--- src/rtl/npo_pkg.sv ---
package npo_pkg;
  localparam logic [2:0] ADDR_NEXT   = 3'd0;
  localparam logic [2:0] ADDR_PERIOD = 3'd1;
  localparam logic [2:0] ADDR_MARGIN = 3'd2;
  localparam logic [2:0] ADDR_CTRL   = 3'd3;
  localparam logic [2:0] ADDR_PINEN  = 3'd4;
  localparam logic [2:0] ADDR_STAT   = 3'd5;

  localparam int CTRL_RUN  = 0;
  localparam int CTRL_IE   = 1;
  localparam int CTRL_NOV0 = 2;
endpackage

--- src/rtl/npo_regs.sv ---
module npo_regs
  import npo_pkg::*;
#(
  parameter int CNT_W  = 16,
  parameter int PORT_W = 8,
  parameter int N_GRP  = 2,
  parameter int WR_W   = 16
) (
  input  logic              clk,
  input  logic              rst_n,
  input  logic              wr_en,
  input  logic [2:0]        wr_addr,
  input  logic [WR_W-1:0]   wr_data,
  input  logic              set_flag,
  output logic [PORT_W-1:0] next_q,
  output logic [CNT_W-1:0]  period_q,
  output logic [CNT_W-1:0]  margin_q,
  output logic              run,
  output logic              ie,
  output logic [N_GRP-1:0]  nov,
  output logic [PORT_W-1:0] dir_q,
  output logic [PORT_W-1:0] nde_q,
  output logic              flag_q
);
  localparam int CTRL_W = CTRL_NOV0 + N_GRP;

  logic [CTRL_W-1:0] ctrl_q;

  assign run = ctrl_q[CTRL_RUN];
  assign ie  = ctrl_q[CTRL_IE];
  assign nov = ctrl_q[CTRL_NOV0 +: N_GRP];

  always_ff @(posedge clk) begin
    if (!rst_n) begin
      next_q   <= '0;
      period_q <= '0;
      margin_q <= '0;
      ctrl_q   <= '0;
      dir_q    <= '0;
      nde_q    <= '0;
    end else if (wr_en) begin
      unique case (wr_addr)
        ADDR_NEXT:   next_q   <= wr_data[PORT_W-1:0];
        ADDR_PERIOD: period_q <= wr_data[CNT_W-1:0];
        ADDR_MARGIN: margin_q <= wr_data[CNT_W-1:0];
        ADDR_CTRL:   ctrl_q   <= wr_data[CTRL_W-1:0];
        ADDR_PINEN: begin
          dir_q <= wr_data[PORT_W-1:0];
          nde_q <= wr_data[2*PORT_W-1:PORT_W];
        end
        default: ;
      endcase
    end
  end

  always_ff @(posedge clk) begin
    if (!rst_n)
      flag_q <= 1'b0;
    else if (set_flag)
      flag_q <= 1'b1;
    else if (wr_en && wr_addr == ADDR_STAT && wr_data[0])
      flag_q <= 1'b0;
  end
endmodule

--- src/rtl/npo_timer.sv ---
module npo_timer #(
  parameter int CNT_W = 16
) (
  input  logic             clk,
  input  logic             rst_n,
  input  logic             run,
  input  logic [CNT_W-1:0] period,
  input  logic [CNT_W-1:0] margin,
  output logic [CNT_W-1:0] cnt_q,
  output logic             match_p,
  output logic             match_m
);
  assign match_p = run && (cnt_q == period);
  assign match_m = run && (cnt_q == margin) && (margin < period);

  always_ff @(posedge clk) begin
    if (!rst_n || !run || match_p)
      cnt_q <= '0;
    else
      cnt_q <= cnt_q + 1'b1;
  end
endmodule

--- src/rtl/npo_outgrp.sv ---
module npo_outgrp #(
  parameter int GRP_W = 4
) (
  input  logic             clk,
  input  logic             rst_n,
  input  logic             nov,
  input  logic             match_p,
  input  logic             match_m,
  input  logic [GRP_W-1:0] staged,
  output logic [GRP_W-1:0] out_q
);
  always_ff @(posedge clk) begin
    if (!rst_n)
      out_q <= '0;
    else if (match_p)
      out_q <= nov ? (out_q & staged) : staged;
    else if (match_m && nov)
      out_q <= staged;
  end
endmodule

--- src/rtl/npo_unit.sv ---
module npo_unit #(
  parameter int CNT_W = 16,
  parameter int GRP_W = 4,
  parameter int N_GRP = 2,
  localparam int PORT_W = GRP_W * N_GRP,
  localparam int WR_W   = (CNT_W > 2 * PORT_W) ? CNT_W : 2 * PORT_W
) (
  input  logic              clk,
  input  logic              rst_n,
  input  logic              wr_en,
  input  logic [2:0]        wr_addr,
  input  logic [WR_W-1:0]   wr_data,
  output logic [PORT_W-1:0] pulse_out,
  output logic [PORT_W-1:0] pin_oe,
  output logic              irq
);
  logic [PORT_W-1:0] next_q, dir_q, nde_q, out_q;
  logic [CNT_W-1:0]  period_q, margin_q, cnt_q;
  logic              run, ie, flag, match_p, match_m;
  logic [N_GRP-1:0]  nov;

  npo_regs #(.CNT_W(CNT_W), .PORT_W(PORT_W), .N_GRP(N_GRP), .WR_W(WR_W)) u_regs (
    .clk(clk), .rst_n(rst_n), .wr_en(wr_en), .wr_addr(wr_addr), .wr_data(wr_data),
    .set_flag(match_m), .next_q(next_q), .period_q(period_q), .margin_q(margin_q),
    .run(run), .ie(ie), .nov(nov), .dir_q(dir_q), .nde_q(nde_q), .flag_q(flag)
  );

  npo_timer #(.CNT_W(CNT_W)) u_timer (
    .clk(clk), .rst_n(rst_n), .run(run), .period(period_q), .margin(margin_q),
    .cnt_q(cnt_q), .match_p(match_p), .match_m(match_m)
  );

  for (genvar g = 0; g < N_GRP; g++) begin : g_grp
    npo_outgrp #(.GRP_W(GRP_W)) u_grp (
      .clk(clk), .rst_n(rst_n), .nov(nov[g]), .match_p(match_p), .match_m(match_m),
      .staged(next_q[g*GRP_W +: GRP_W]), .out_q(out_q[g*GRP_W +: GRP_W])
    );
  end

  assign pin_oe    = dir_q & nde_q;
  assign pulse_out = out_q & pin_oe;
  assign irq       = flag & ie;
endmodule

--- config.mk ---
export PLATFORM = sky130hd
export DESIGN_NAME = npo_unit
export DESIGN_NICKNAME = d
export VERILOG_FILES = /design/src/rtl/npo_pkg.sv /design/src/rtl/npo_regs.sv /design/src/rtl/npo_timer.sv /design/src/rtl/npo_outgrp.sv /design/src/rtl/npo_unit.sv
export SDC_FILE = /design/constraint.sdc
export NUM_CORES = 1
export LEC_CHECK = 0
export ABC_AREA = 1
export ABC_CLOCK_PERIOD_IN_PS = 2110
export BUFFER_PORTS_ARGS = -buffer_cell sky130_fd_sc_hd__buf_2
export CAP_MARGIN = 20
export CORE_ASPECT_RATIO = 0.8
export CORE_MARGIN = 1
export CORE_UTILIZATION = 62
export CTS_BUF_LIST = sky130_fd_sc_hd__clkbuf_2 sky130_fd_sc_hd__clkbuf_4 sky130_fd_sc_hd__clkbuf_8
export DETAILED_ROUTE_END_ITERATION = 16
export PLACE_DENSITY = 0.87
export SLEW_MARGIN = 25
export SYNTH_ARGS = -nofsm -noshare
export SYNTH_HDL_FRONTEND = slang
export SYNTH_HIERARCHICAL = 1
export SYNTH_SLANG_ARGS = --single-unit
--- constraint.sdc ---
create_clock -name clk -period 2.11 [get_ports clk]
set_clock_uncertainty 0.1 [all_clocks]
set_input_delay 0.3165 -clock clk [delete_from_list [all_inputs] [get_ports clk]]
set_output_delay 0.3165 -clock clk [all_outputs]
set_load 0.1 [all_outputs]
## After elaboration in Yosys (flattened, before gate mapping)

Cells that the tools add are included.

| word-level totals | value |
|---|---|
| output and inout bits | 17 |
| flip-flop bits (word level) | 85 |
| bits of input ports | 22 |
| word-level logic and storage cells | 52 |

| cells by class | value |
|---|---|
| eq/ne operators | 7 |
| reductions and logical operators | 20 |
| bitwise gates (word level) | 5 |
| mux-type cells | 8 |
| $add $sub $neg | 1 |
| order comparisons | 1 |

Operators by type and width:

| kind | number |
|---|---|
| $eq A16 B16 Y1 | 2 |
| $mux W4 | 6 |
| $add A16 B1 Y16 const B | 1 |
| $and A8 B8 Y8 | 2 |
| $lt A16 B16 Y1 | 1 |
| $reduce_and A2 Y1 | 5 |
| $and A4 B4 Y4 | 2 |
| $logic_and A1 B1 Y1 | 7 |
| $eq A3 B2 Y1 const B | 2 |
| $eq A3 B3 Y1 const B | 2 |
| $reduce_bool A2 Y1 | 3 |
| $eq A3 B1 Y1 const B | 1 |
| $logic_not A3 Y1 | 1 |
| $logic_not A1 Y1 | 2 |
| $logic_or A1 B1 Y1 | 2 |
| $mux W1 | 2 |
| $and A1 B1 Y1 | 1 |

## Logic depth before layout (Yosys ltp)

Gate-level depths: netlist (run 1).

| logic depth | value |
|---|---|
| depth in word-level cells | 6 |
| depth in mapped cells | 16 |
| mapped depth without buffers | 16 |

## Modules after synthesis

Netlist (run 1), hierarchy kept.

Modules (own cells, without submodules):

| module | cells each | sequential area each (µm²) | area each (µm²) | times used |
|---|---|---|---|---|
| npo_regs | 328 | 1221.2 | 2427.3 | 1 |
| npo_timer | 293 | 320.3 | 1679.1 | 1 |
| npo_outgrp | 28 | 80.1 | 185.2 | 2 |
| npo_unit | 34 | 0.0 | 147.6 | 1 |

## Worst setup path after synthesis (run 1)

OpenSTA, ideal clock, no wires.

| timing path | value |
|---|---|
| kind | flip-flop to flip-flop |
| from | register u_regs.period_q[15] |
| to | register g_grp[0].u_grp.out_q[0] |
| stages on the path, launching flop included | 17 |
| arrival time | 1.667 ns |
| slack | 0.230 ns |
| library setup time | 0.114 ns |
| path buffers | 0 |
| cells stage by stage | dfxtp_1 inv_1 ha_1 nand2_1 inv_1 nor2_1 nand2_1 nor2_1 nand2_1 nor2_1 nand2_1 nor2_1 nand2_2 nand2_4 nand2_1 nand2_1 nor2_1 |

| on the way | value |
|---|---|
| cells in the longest elaborated chain, start to end | 4 |

RTL lines:

| element | RTL line | source |
|---|---|---|
| start: declaration | npo_regs.sv:16 | `output logic [CNT_W-1:0] period_q,` |
| start signal: assignment | npo_regs.sv:44 | `ADDR_PERIOD: period_q <= wr_data[CNT_W-1:0];` |
| $lt A16 B16 Y1 | npo_timer.sv:14 | `assign match_m = run && (cnt_q == margin) && (margin < period);` |
| $logic_and A1 B1 Y1 | npo_timer.sv:14 |  |
| net match_m | npo_unit.sv:19 | `logic run, ie, flag, match_p, match_m;` |
| $logic_and A1 B1 Y1 | npo_outgrp.sv:17 | `else if (match_m && nov)` |
| $reduce_bool A2 Y1 (no source line) | n/a |  |
| end signal: assignment | npo_outgrp.sv:16 | `out_q <= nov ? (out_q & staged) : staged;` |
| end signal: assignment | npo_outgrp.sv:18 | `out_q <= staged;` |
| end: declaration | npo_outgrp.sv:10 | `output logic [GRP_W-1:0] out_q` |

The timed path passes the listed nets, and every way through them passes these cells.
A chain may end at the register's enable or synchronous reset.

## Worst setup path in the final report (run 1)

| timing path | value |
|---|---|
| from | register u_regs.margin_q[5] |
| to | register g_grp[0].u_grp.out_q[0] |

| on the way | value |
|---|---|
| cells in the longest elaborated chain, start to end | 5 |

RTL lines:

| element | RTL line | source |
|---|---|---|
| start: declaration | npo_regs.sv:17 | `output logic [CNT_W-1:0] margin_q,` |
| start signal: assignment | npo_regs.sv:45 | `ADDR_MARGIN: margin_q <= wr_data[CNT_W-1:0];` |
| branches (longest 2 deep; another with $lt A16 B16 Y1) | n/a |  |
| $logic_and A1 B1 Y1 (*) | npo_timer.sv:14 |  |
| net match_m | npo_unit.sv:19 |  |
| $logic_and A1 B1 Y1 (*) | npo_outgrp.sv:17 |  |
| $reduce_bool A2 Y1 (no source line) (*) | n/a |  |

Mark *: on every way through the listed nets, which the timed path passes.

==> metrics.md, run 1 <==
| Metric | Value |
|---|---|
| Worst-Skew Late Latency | `0.35 ns` |
| Initial antenna violation count | `0` |
| Synth area leader | `dfxtp_1` |
| Largest cells by area after synthesis | `dfxtp_1, nor2_1, nand2_1, inv_1, ha_1` |
| Pwr per Cell Area | `616.6 mW/mm^2` |
| Final Cycle Share | `0.9809` |
| Final wirelength | `12.64 mm` |
| Clock Tree Root | `clkbuf_8` |
| Synth top cells by count | `nor2_1, nand2_1, inv_1` |
| Yosys reg bits | `between 80 and 90` |
| Worst setup EP type | `register` |
| FMAX | `around 480 MHz` |
| Fin worst setup slack | `between 0.04 and 0.05 ns` |
| Yosys top cell area share | `0.3680` |
| Bufs on Longest Clock Path | `2` |
| Async S/R FF share, synth | `0` |
| Initial DRC count | `approximately 380` |
| Via count | `approximately 4600` |
| Gpl congestion | `about 0.95` |
| Pwr Total | `3.326 mW` |
| Post-route ant nets | `0` |
| Die ar. | `0.007810 sq mm` |
| EDFF count, synth | `0` |
| Boundary Pins | `39` |
| Layout cells sized above 1 | `0.2044` |
| Drc violations | `0` |
| Die outline width | `98.56 um` |
| Crit Path Class | `register to register` |
| Post-Syn Area | `around 0.0046 sq mm` |
| Worst Path Required | `approximately 2.3 ns` |
| Layout Cells excl Fill | `860` |
| Post-DP HPWL | `9.210 mm` |
| Clock-pin slew on the worst setup and hold paths | `approximately 0.09 ns` |
| Most frequent cell after synthesis | `nor2_1` |
| Syn nets | `roughly 750` |
| Total grt overflow | `0` |
| Leak | `between 2 and 2.5 nW` |
| Largest net degree at the start of global routing | `24` |
| Row count | `27` |
| Tmin final | `2.070 ns` |
| Slew headroom | `0.6673` |
| Sequential area share after synthesis | `0.3680` |
| CP startpoint kind | `register` |
| Final setup vio count | `0` |
| Post-Place Cells | `843` |
| Starting Density | `0.6550` |
| Avg Cell Area, Syn | `between 6 and 7 sq um` |
| Fillers | `between 500 and 600` |
| Measured slew at the worst slew-check pin | `0.5025 ns` |
| ANT cells | `0` |
| Final net count | `806` |
| Core Box Area | `between 0.007 and 0.008 sq mm` |
| Netlist cell types | `31` |
| Global-route wire length before repair | `around 20 mm` |
| Outcome | `finished, final reports clean` |
| Clk sink count | `between 80 and 90` |
| GRT Total Usage | `0.3319` |
| Max Cap Violations | `0` |
| Htree depth | `3` |
| Synth Instances | `slightly above 700` |
| CTS Buf Count | `9` |
| TritonRoute pass-1 iters | `6` |
| Final slew viol count | `0` |
| Die height | `79.25 um` |
| Peak supply drop | `0.0003785 V` |
| DR WL/cell | `14.69 um` |
| Placement Setup Slack | `-0.1136 ns` |
| Crit Path Max Fanout | `8` |
| Worst Hold Class | `input port to register` |
| Dominant synthesized flop cell | `dfxtp_1` |
| Area delta synth->final | `16.64%` |
| Yosys warning count | `6` |
| Arr. time, crit path | `around 2.2 ns` |
| Vias per cell | `~5.3` |
| Clock tree from TritonCTS | `built` |
| Final hold vios | `0` |
| Vias in the first global route | `about 4300` |
| Unrepaired setup endpoints after global routing | `yes` |
| Port Buffer Count | `38` |
critical path, cell delays in order, from the launching register on:
cell and delay (ns):
dfxtp_1 0.45, ha_4 0.24, a21oi_2 0.12, nor2_1 0.06, nor3_2 0.28, a21oi_4 0.10, nor2_4 0.17, nand2_2 0.09
nand2_4 0.16, nand2_2 0.07, nand2_1 0.06, nor2_1 0.04
registers in the layout (all words and copies together), names as in the netlist:
name,count
u_regs/period_q,16
u_timer/cnt_q,16
u_regs/margin_q,16
g_grp.u_grp/out_q,8
u_regs/flag_q,1
u_regs/ctrl_q,4
u_regs/next_q,8
u_regs/dir_q,8
u_regs/nde_q,8
final cells by class:
type / instances / area (sq um) / area share
multi-input cells: 488 / 2511 / 0.4656
flip-flops and latches: 85 / 1715 / 0.3180
inverters: 117 / 445.4 / 0.08258
repair buffers: 67 / 407.9 / 0.07562
clock buffers: 11 / 145.1 / 0.02691
well taps: 87 / 108.9 / 0.02018
clock inverters: 5 / 60.06 / 0.01113
through the flow:
stage	setup TNS (ns)	hold WS, ns	util	instance area, sq um
5_1_grt	-0.1327	0.1531	0.7640	5394
2_1_floorplan	0	0.3367	-	4624
4_1_cts	0	0.1398	0.7388	5216
6_report	0	0.1400	0.7640	5394
3_3_place_gp	0	0.3570	0.7087	5004
3_5_place_dp	-0.6966	0.3642	0.7087	5004
path summary, 6_finish.rpt:
path | depth (start not counted) | startpoint | slack [ns] | end
max | 11 | u_regs/margin_q[5] | 0.04 | g_grp[0].u_grp/out_q[0]
min | 3 | wr_data[14] | 0.14 | u_regs/nde_q[6]
max reg2reg | 11 | u_regs/margin_q[5] | 0.04 | g_grp[0].u_grp/out_q[0]
min reg2reg | 2 | g_grp[1].u_grp/out_q[2] | 0.38 | g_grp[1].u_grp/out_q[2]
report_power, final:
group	total [mW]	switching (mW)	internal, mW	leakage, nW
clock network	1.20	0.612	0.593	0.0912
registers	1.68	0.0343	1.65	0.694
logic	0.438	0.273	0.165	1.61
cells by family after synthesis:
family | count (synthesis) | share of synthesized area
buf+inv | 138 | 0.1245
compound gates | 62 | 0.06764
fa+ha+maj | 16 | 0.04329
xor+xnor | 21 | 0.03977
flops | 85 | 0.3680
simple gates | 389 | 0.3569
routing by layer:
layer | wire (um) | vias up | part of all wire | track usage
met5 | 0 | - | 0 | 0
met4 | 235 | 0 | 0.019 | 0.08955
met3 | 1195 | 28 | 0.095 | 0.05722
met2 | 5685 | 213 | 0.45 | 0.5394
met1 | 5519 | 2073 | 0.44 | 0.4564
li1 | - | 2272 | - | -
placed cells by master (no fill, tap or decap), drive strengths merged, types with 2 or more instances in the layout:
cell / synthesis / routed
nor2: 184 / 184
clkinvlp: 0 / 4
xnor2: 9 / 9
nand3: 13 / 13
buf: 16 / 67
a21oi: 17 / 17
dfxtp: 85 / 85
nand4: 24 / 24
ha: 16 / 16
nor3: 4 / 4
o21ai: 44 / 44
clkbuf: 5 / 11
nand2: 161 / 161
xor2: 12 / 12
inv: 116 / 116
or2: 2 / 2
repair_timing:
item                                   CTS  global route
setup buffers                            0             1
resized for setup                        2            47
endpoints found under the hold margin    0             0
hold buffers                             0             0
setup endpoints to repair                8             8
pin swaps                                0            23
Note: power is estimated with default switching activity, not from simulation.
==> run 2: changes to the inputs <==
PLACE_DENSITY = 0.88   (was 0.87)
SYNTH_HIERARCHICAL = not set   (was 1)
==> run 2 against run 1 <==
Effect of this change: setup slack improved by 0.11 ns; flip-flop and latch count unchanged; worst hold slack worse by 0.0038 ns; register-to-register slack better by 0.11 ns; final area decreased by 7.9%; critical path type unchanged; critical endpoint is now g_grp[1].u_grp.out_q[3]; synthesized cell count is 7.3% lower; sequential power is essentially flat; first-iteration DRC count is 4.5% higher; sequential share of layout area increased by 2.5 points; largest power group unchanged; die area fell by 4.4%.
==> metrics.md, run 2 <==
| Metric | Value |
|---|---|
| Outcome | `finished, final reports clean` |
| Yosys top cell area share | `0.3855` |
| Tmin final | `approximately 2.0 ns` |
| Slew headroom | `0.6426` |
| Most frequent cells in the layout | `nand2_1, nor2_1, inv_1` |
| Leak | `2.176 nW` |
| Clock tree from TritonCTS | `built` |
| Clock Tree Root | `clkbuf_8` |
| Htree depth | `3` |
| Crit Path Class | `register to register` |
| Hold bufs inserted after CTS | `0` |
| FMAX | `511.5 MHz` |
| Worst Setup SP | `u_regs.period_q[9]` |
| Critical Path Sink | `g_grp[1].u_grp.out_q[3]` |
| Vias per cell | `approximately 5.6` |
| Largest net degree at the start of global routing | `39` |
| Drc violations | `0` |
| Worst Path Required | `~2.3 ns` |
| Fillers | `566` |
| Die ar. | `0.007463 sq mm` |
| Yosys reg bits | `85` |
| EDFF count, synth | `0` |
| CP startpoint kind | `register` |
| Via count | `about 4400` |
| Most frequent cell after synthesis | `nand2_1` |
| Gpl congestion | `about 0.94` |
| Post-Syn Area | `roughly 0.0044 sq mm` |
| R2R setup slack | `between 0.15 and 0.2 ns` |
| Area delta synth->final | `12.59%` |
| Synth area leader | `dfxtp_1` |
| Core Box Area | `approximately 0.0069 sq mm` |
| Net Sw Power | `between 800 and 900 uW` |
| Final Cycle Share | `0.9265` |
| Final slew viol count | `0` |
| Largest regs | `u_regs.margin_q x16, u_regs.period_q x16, u_timer.cnt_q x16` |
| Total grt overflow | `0` |
| Worst setup EP type | `register` |
| FF-to-FF Start | `u_regs.period_q[9]` |
| Vias in the first global route | `~4000` |
| Async S/R FF share, synth | `0` |
| Crit Path Max Fanout | `8` |
| Most common cell after layout, fill and taps aside | `nand2_1` |
| CTS Buf Count | `9` |
| Arr. time, crit path | `roughly 2.1 ns` |
| Measured slew at the worst slew-check pin | `about 0.54 ns` |
| Net switching share of the total power | `0.2531` |
| Hold_ws | `0.1362 ns` |
| Post-DP HPWL | `8.553 mm` |
| Clk sink count | `85` |
| TritonRoute pass-1 iters | `5` |
| Row count | `27` |
| GRT Total Usage | `0.3336` |
| Yosys warning count | `0` |
| Port Buffer Count | `38` |
| Netlist cell types | `31` |
| Int Pwr | `approximately 2.6 mW` |
| Final hold vios | `0` |
| Combinational Power Share | `0.106` |
| Max Cap Violations | `0` |
| Boundary Pins | `39` |
| Peak supply drop | `around 0.00040 V` |
| Die outline width | `just under 100 um` |
| Layout cells sized above 1 | `0.1286` |
| ANT cells | `0` |
| Sequential area share after synthesis | `0.3855` |
| Synth Instances | `approximately 660` |
| Worst r2r path cells | `14` |
| Clock-pin slew on the worst setup and hold paths | `0.09 ns` |
| Die height | `77.47 um` |
| Worst Hold Class | `input port to register` |
| Bufs on Longest Clock Path | `2` |
| Synth top cells by count | `nand2_1, nor2_1, inv_1` |
| Post-Place Cells | `about 770` |
| Syn nets | `about 700` |
| Final net count | `approximately 730` |
| Final wirelength | `~12 mm` |
| Initial DRC count | `about 390` |
| Largest cells by area after synthesis | `dfxtp_1, nand2_1, nor2_1, inv_1, o21ai_0` |
| Global-route wire length before repair | `18.94 mm` |
| Starting Density | `0.6405` |
| Dominant synthesized flop cell | `dfxtp_1` |
| Final TNS setup | `0 ns` |
| Hold Path Depth | `3` |
| Worst-Skew Late Latency | `between 0.3 and 0.4 ns` |
| Pwr per Cell Area | `approximately 700 mW/mm^2` |
| DR WL/cell | `around 15 um` |
| Final setup vio count | `0` |
| Layout Cells excl Fill | `roughly 790` |
| Avg Cell Area, Syn | `approximately 6.7 sq um` |
| Sequential Power Share | `0.482` |
| Initial antenna violation count | `0` |
| Critical R2R Capture | `g_grp[1].u_grp.out_q[3]` |
| Clock power frac | `0.412` |
| Post-route ant nets | `0` |
==> run 2: through the flow <==
| stage | worst slack (ns) | area (sq um) | power [mW] | utilization |
|---|---|---|---|---|
| floorplan | 0.06919 | 4414 | 1.952 | - |
| global placement | 0.2426 | 4683 | 2.055 | 0.6796 |
| detailed placement | 0.1523 | 4683 | 2.070 | 0.6796 |
| CTS | 0.1408 | 4935 | 3.479 | 0.7160 |
| global route | -0.001091 | 4970 | 3.611 | 0.7211 |
| finish | 0.1550 | 4970 | 3.497 | 0.7211 |
==> run 2: kinds of logic after synthesis <==
group                    share of synthesized area
AO/OA/AOI/OAI                               0.1276
XOR/XNOR                                   0.02182
adder cells (fa/ha/maj)                    0.04535
buffers and inverters                      0.09637
flip-flops                                  0.3855
AND/OR/NAND/NOR                             0.3234
==> run 2: power groups by stage <==
stage	clock network, mW	logic [mW]	registers [mW]
finish	1.44	0.371	1.68
global route	1.51	0.414	1.69
CTS	1.44	0.354	1.68
detailed placement	0	0.350	1.72
global placement	0	0.337	1.72
floorplan	0	0.244	1.71
==> run 2: cell type report <==
| type | count | area, sq um | area share |
|---|---|---|---|
| well taps | 87 | 108.9 | 0.02190 |
| clock buffers | 11 | 145.1 | 0.02920 |
| clock inverters | 5 | 106.4 | 0.02140 |
| multi-input cells | 464 | 2320 | 0.4668 |
| flip-flops and latches | 85 | 1704 | 0.3429 |
| repair buffers | 43 | 240.2 | 0.04834 |
| inverters | 92 | 345.3 | 0.06949 |
==> run 2: critical path: stages (launching register included) <==
cell,delay (ns)
dfxtp_1,0.35
inv_1,0.09
ha_1,0.32
nand2_1,0.10
nand2_1,0.06
nand2_1,0.06
nand2_1,0.06
nand2_1,0.09
nand3_2,0.10
nor2_4,0.15
nand3_2,0.10
nand2_4,0.11
nand2_1,0.07
nand2_1,0.06
nor2_1,0.04
==> run 2: worst min path at each step <==
stage | from | end | slack [ns]
3_5_place_dp | u_regs.ctrl_q[1] | u_regs.ctrl_q[1] | 0.33
4_1_cts | wr_data[14] | u_regs.margin_q[14] | 0.13
2_1_floorplan | u_regs.ctrl_q[1] | u_regs.ctrl_q[1] | 0.32
5_1_grt | wr_data[0] | u_regs.dir_q[0] | 0.16
3_3_place_gp | u_regs.ctrl_q[1] | u_regs.ctrl_q[1] | 0.33
6_report | wr_data[14] | u_regs.margin_q[14] | 0.14
==> run 2: metal layers <==
| metal | vias to the layer above | track usage | wire length, um | part of all wire |
|---|---|---|---|---|
| met2 | 205 | 0.5035 | 5177 | 0.44 |
| met5 | - | 0 | 0 | 0 |
| met1 | 2029 | 0.4577 | 5135 | 0.43 |
| li1 | 2151 | - | - | - |
| met4 | 0 | 0.1162 | 305 | 0.026 |
| met3 | 34 | 0.08824 | 1207 | 0.10 |
==> run 2: repair_timing <==
item / CTS / global route
buffers inserted: 0 / 0
resized for setup: 0 / 9
setup endpoints to repair: 0 / 8
==> run 3: changes to the inputs <==
PLACE_DENSITY = 0.85   (was 0.88)
REMOVE_ABC_BUFFERS = 1   (was not set)
==> run 3 against run 2 <==
Effect of this change: largest cell class unchanged; non-clock buffer count unchanged; first-iteration DRC count down 8.1%; highest routed layer unchanged; total power down 3.4%; critical path depth down 3; critical path type unchanged; utilization down 0.42 points; via count up 0.14%.
==> metrics.md, run 3 (same netlist as run 2, synthesis figures left out) <==
| Metric | Value |
|---|---|
| Crit Path Class | `register to register` |
| Pwr Total | `approximately 3.4 mW` |
| Die height | `between 70 and 80 um` |
| Worst r2r path cells | `11` |
| Port Buffer Count | `38` |
| Initial DRC count | `around 360` |
| Hold Path Depth | `3` |
| Final TNS setup | `0 ns` |
| Clock-pin slew on the worst setup and hold paths | `about 0.090 ns` |
| Largest net degree at the start of global routing | `45` |
| CTS Buf Count | `9` |
| Measured slew at the worst slew-check pin | `between 0.4 and 0.5 ns` |
| Bufs on Longest Clock Path | `2` |
| Critical R2R Capture | `g_grp[1].u_grp.out_q[3]` |
| Hold_ws | `roughly 0.15 ns` |
| TritonRoute pass-1 iters | `5` |
| GRT Total Usage | `0.3424` |
| Drc violations | `0` |
| CP startpoint kind | `register` |
| Global-route wire length before repair | `a little under 20 mm` |
| Largest regs | `u_regs.margin_q x16, u_regs.period_q x16, u_timer.cnt_q x16` |
| Worst hold endpoint | `u_regs.nde_q[2]` |
| Worst setup EP type | `register` |
| Hold_sp | `wr_data[10]` |
| Area delta synth->final | `11.93%` |
| Int Pwr | `roughly 2.5 mW` |
| Final setup vio count | `0` |
| Net Sw Power | `888.1 uW` |
| Total grt overflow | `0` |
| Critical-path top delay cell | `dfxtp_1` |
| Worst Hold Class | `input port to register` |
| FMAX | `504.1 MHz` |
| Unrepaired setup endpoints after global routing | `yes` |
| Final hold vios | `0` |
| Final Cycle Share | `0.9402` |
| Die outline width | `between 90 and 100 um` |
| Arr. time, crit path | `roughly 2.2 ns` |
| Peak supply drop | `0.0004760 V` |
| Clock power frac | `0.391` |
| Sequential Power Share | `0.498` |
| Boundary Pins | `39` |
| Core Box Area | `~0.0069 sq mm` |
| CP delay by family, top | `simple AND/OR/NAND/NOR gates` |
| Final wirelength | `11.96 mm` |
| Clk sink count | `85` |
| Vias per cell | `5.623` |
| Worst-Skew Late Latency | `0.36 ns` |
| Final net count | `approximately 730` |
| Most frequent cells in the layout | `nand2_1, nor2_1, inv_1` |
| Leak | `between 2 and 2.5 nW` |
| Outcome | `finished, final reports clean` |
| Net switching share of the total power | `0.2630` |
| Crit Path Max Fanout | `8` |
| Initial antenna violation count | `0` |
| Clock Tree Root | `clkbuf_8` |
| Max Cap Violations | `0` |
| FF-to-FF Start | `u_regs.period_q[11]` |
| Final slew viol count | `0` |
| Post-route ant nets | `0` |
| Slew headroom | `0.6764` |
| Post-DP HPWL | `8.768 mm` |
| R2R setup slack | `between 0.1 and 0.15 ns` |
| Layout cells sized above 1 | `0.1271` |
| Tmin final | `1.984 ns` |
| Slowest cell delay on critical path | `around 0.34 ns` |
| Worst Path Required | `2.27 ns` |
| Gpl congestion | `0.9692` |
| DR WL/cell | `~15 um` |
| Row count | `27` |
| Pwr per Cell Area | `~680 mW/mm^2` |
| ANT cells | `0` |
| Starting Density | `0.6405` |
| Via count | `4425` |
| Most common cell after layout, fill and taps aside | `nand2_1` |
| Worst-path cell chain | `inv_1 -> ha_1 -> nand2_1 -> inv_1 -> nand3_1 -> nor3_1 -> nand2_1 -> nand3_1 -> nand2_2 -> nor2_1 -> nor2_1` |
| Htree depth | `3` |
| Vias in the first global route | `between 4000 and 5000` |
| Combinational Power Share | `0.111` |
| Die ar. | `approximately 0.0075 sq mm` |
| CP bufs+invs | `2` |
| Clock tree from TritonCTS | `built` |
==> run 3: changes by cell type in the layout (fill, tap and decap cells not counted), sizes merged <==
cell / previous run / this run
bufinv: 3 / 2
inv: 93 / 92
clkinv: 0 / 1
clkinvlp: 1 / 2
==> run 3: routing by layer <==
metal	up-vias	share of wire	GRT usage	wire (um)
met1	2050	0.43	0.4573	5117
met2	199	0.46	0.5504	5523
met4	0	0.017	0.07647	206
met3	19	0.093	0.09314	1116
li1	2157	-	-	-
met5	-	0	0	0
==> run 3: cell type report <==
| type | instances | area (sq um) |
|---|---|---|
| Multi-Input combinational cell | 464 | 2315 |
| Fill cell | 570 | 1951 |
| Sequential cell | 85 | 1703 |
| Timing Repair Buffer | 43 | 240.2 |
| Clock inverter | 5 | 83.83 |
| Inverter | 92 | 345.3 |
| Clock buffer | 11 | 145.1 |
| Tap cell | 87 | 108.9 |
==> run 3: worst register-to-register path: cells and delay by family, from the launching register on <==
| family | cells | cell delay, ns |
|---|---|---|
| DFF | 1 | 0.34 |
| buffers and inverters | 2 | 0.14 |
| and+or+nand+nor | 8 | 1.01 |
| adders and majority gates | 1 | 0.31 |
==> run 3: per-stage QoR <==
step           worst slack, ns  instances  utilization  cell area [sq um]
6_report                0.1262        787       0.7170               4941
5_1_grt              -0.009668        787       0.7170               4941
4_1_cts                 0.1250        787       0.7128               4912
3_5_place_dp            0.1527        771       0.6796               4683
3_3_place_gp            0.2617        771       0.6796               4683
2_1_floorplan          0.06919        641            -               4334
==> run 3: power groups by stage <==
stage	logic (mW)	registers (mW)	clock network, mW
6_report	0.374	1.68	1.32
3_5_place_dp	0.354	1.72	0
5_1_grt	0.417	1.69	1.39
2_1_floorplan	0.230	1.71	0
3_3_place_gp	0.341	1.72	0
4_1_cts	0.357	1.68	1.32
==> run 3: repair_timing <==
item / 4_1_cts / 5_1_grt
hold buffers: 0 / 0
gates resized for setup: 0 / 7
setup endpoints to repair: 0 / 8
buffers inserted: 0 / 0
==> run 3: worst max path at each step <==
stage,startpoint,endpoint,cells after the start
floorplan,u_regs.nde_q[0],pulse_out[0],2
global placement,u_regs.period_q[15],g_grp[1].u_grp.out_q[1],14
detailed placement,u_regs.period_q[15],g_grp[1].u_grp.out_q[0],14
CTS,u_regs.period_q[15],g_grp[0].u_grp.out_q[3],14
global route,u_regs.period_q[11],g_grp[1].u_grp.out_q[0],12
finish,u_regs.period_q[11],g_grp[1].u_grp.out_q[3],11
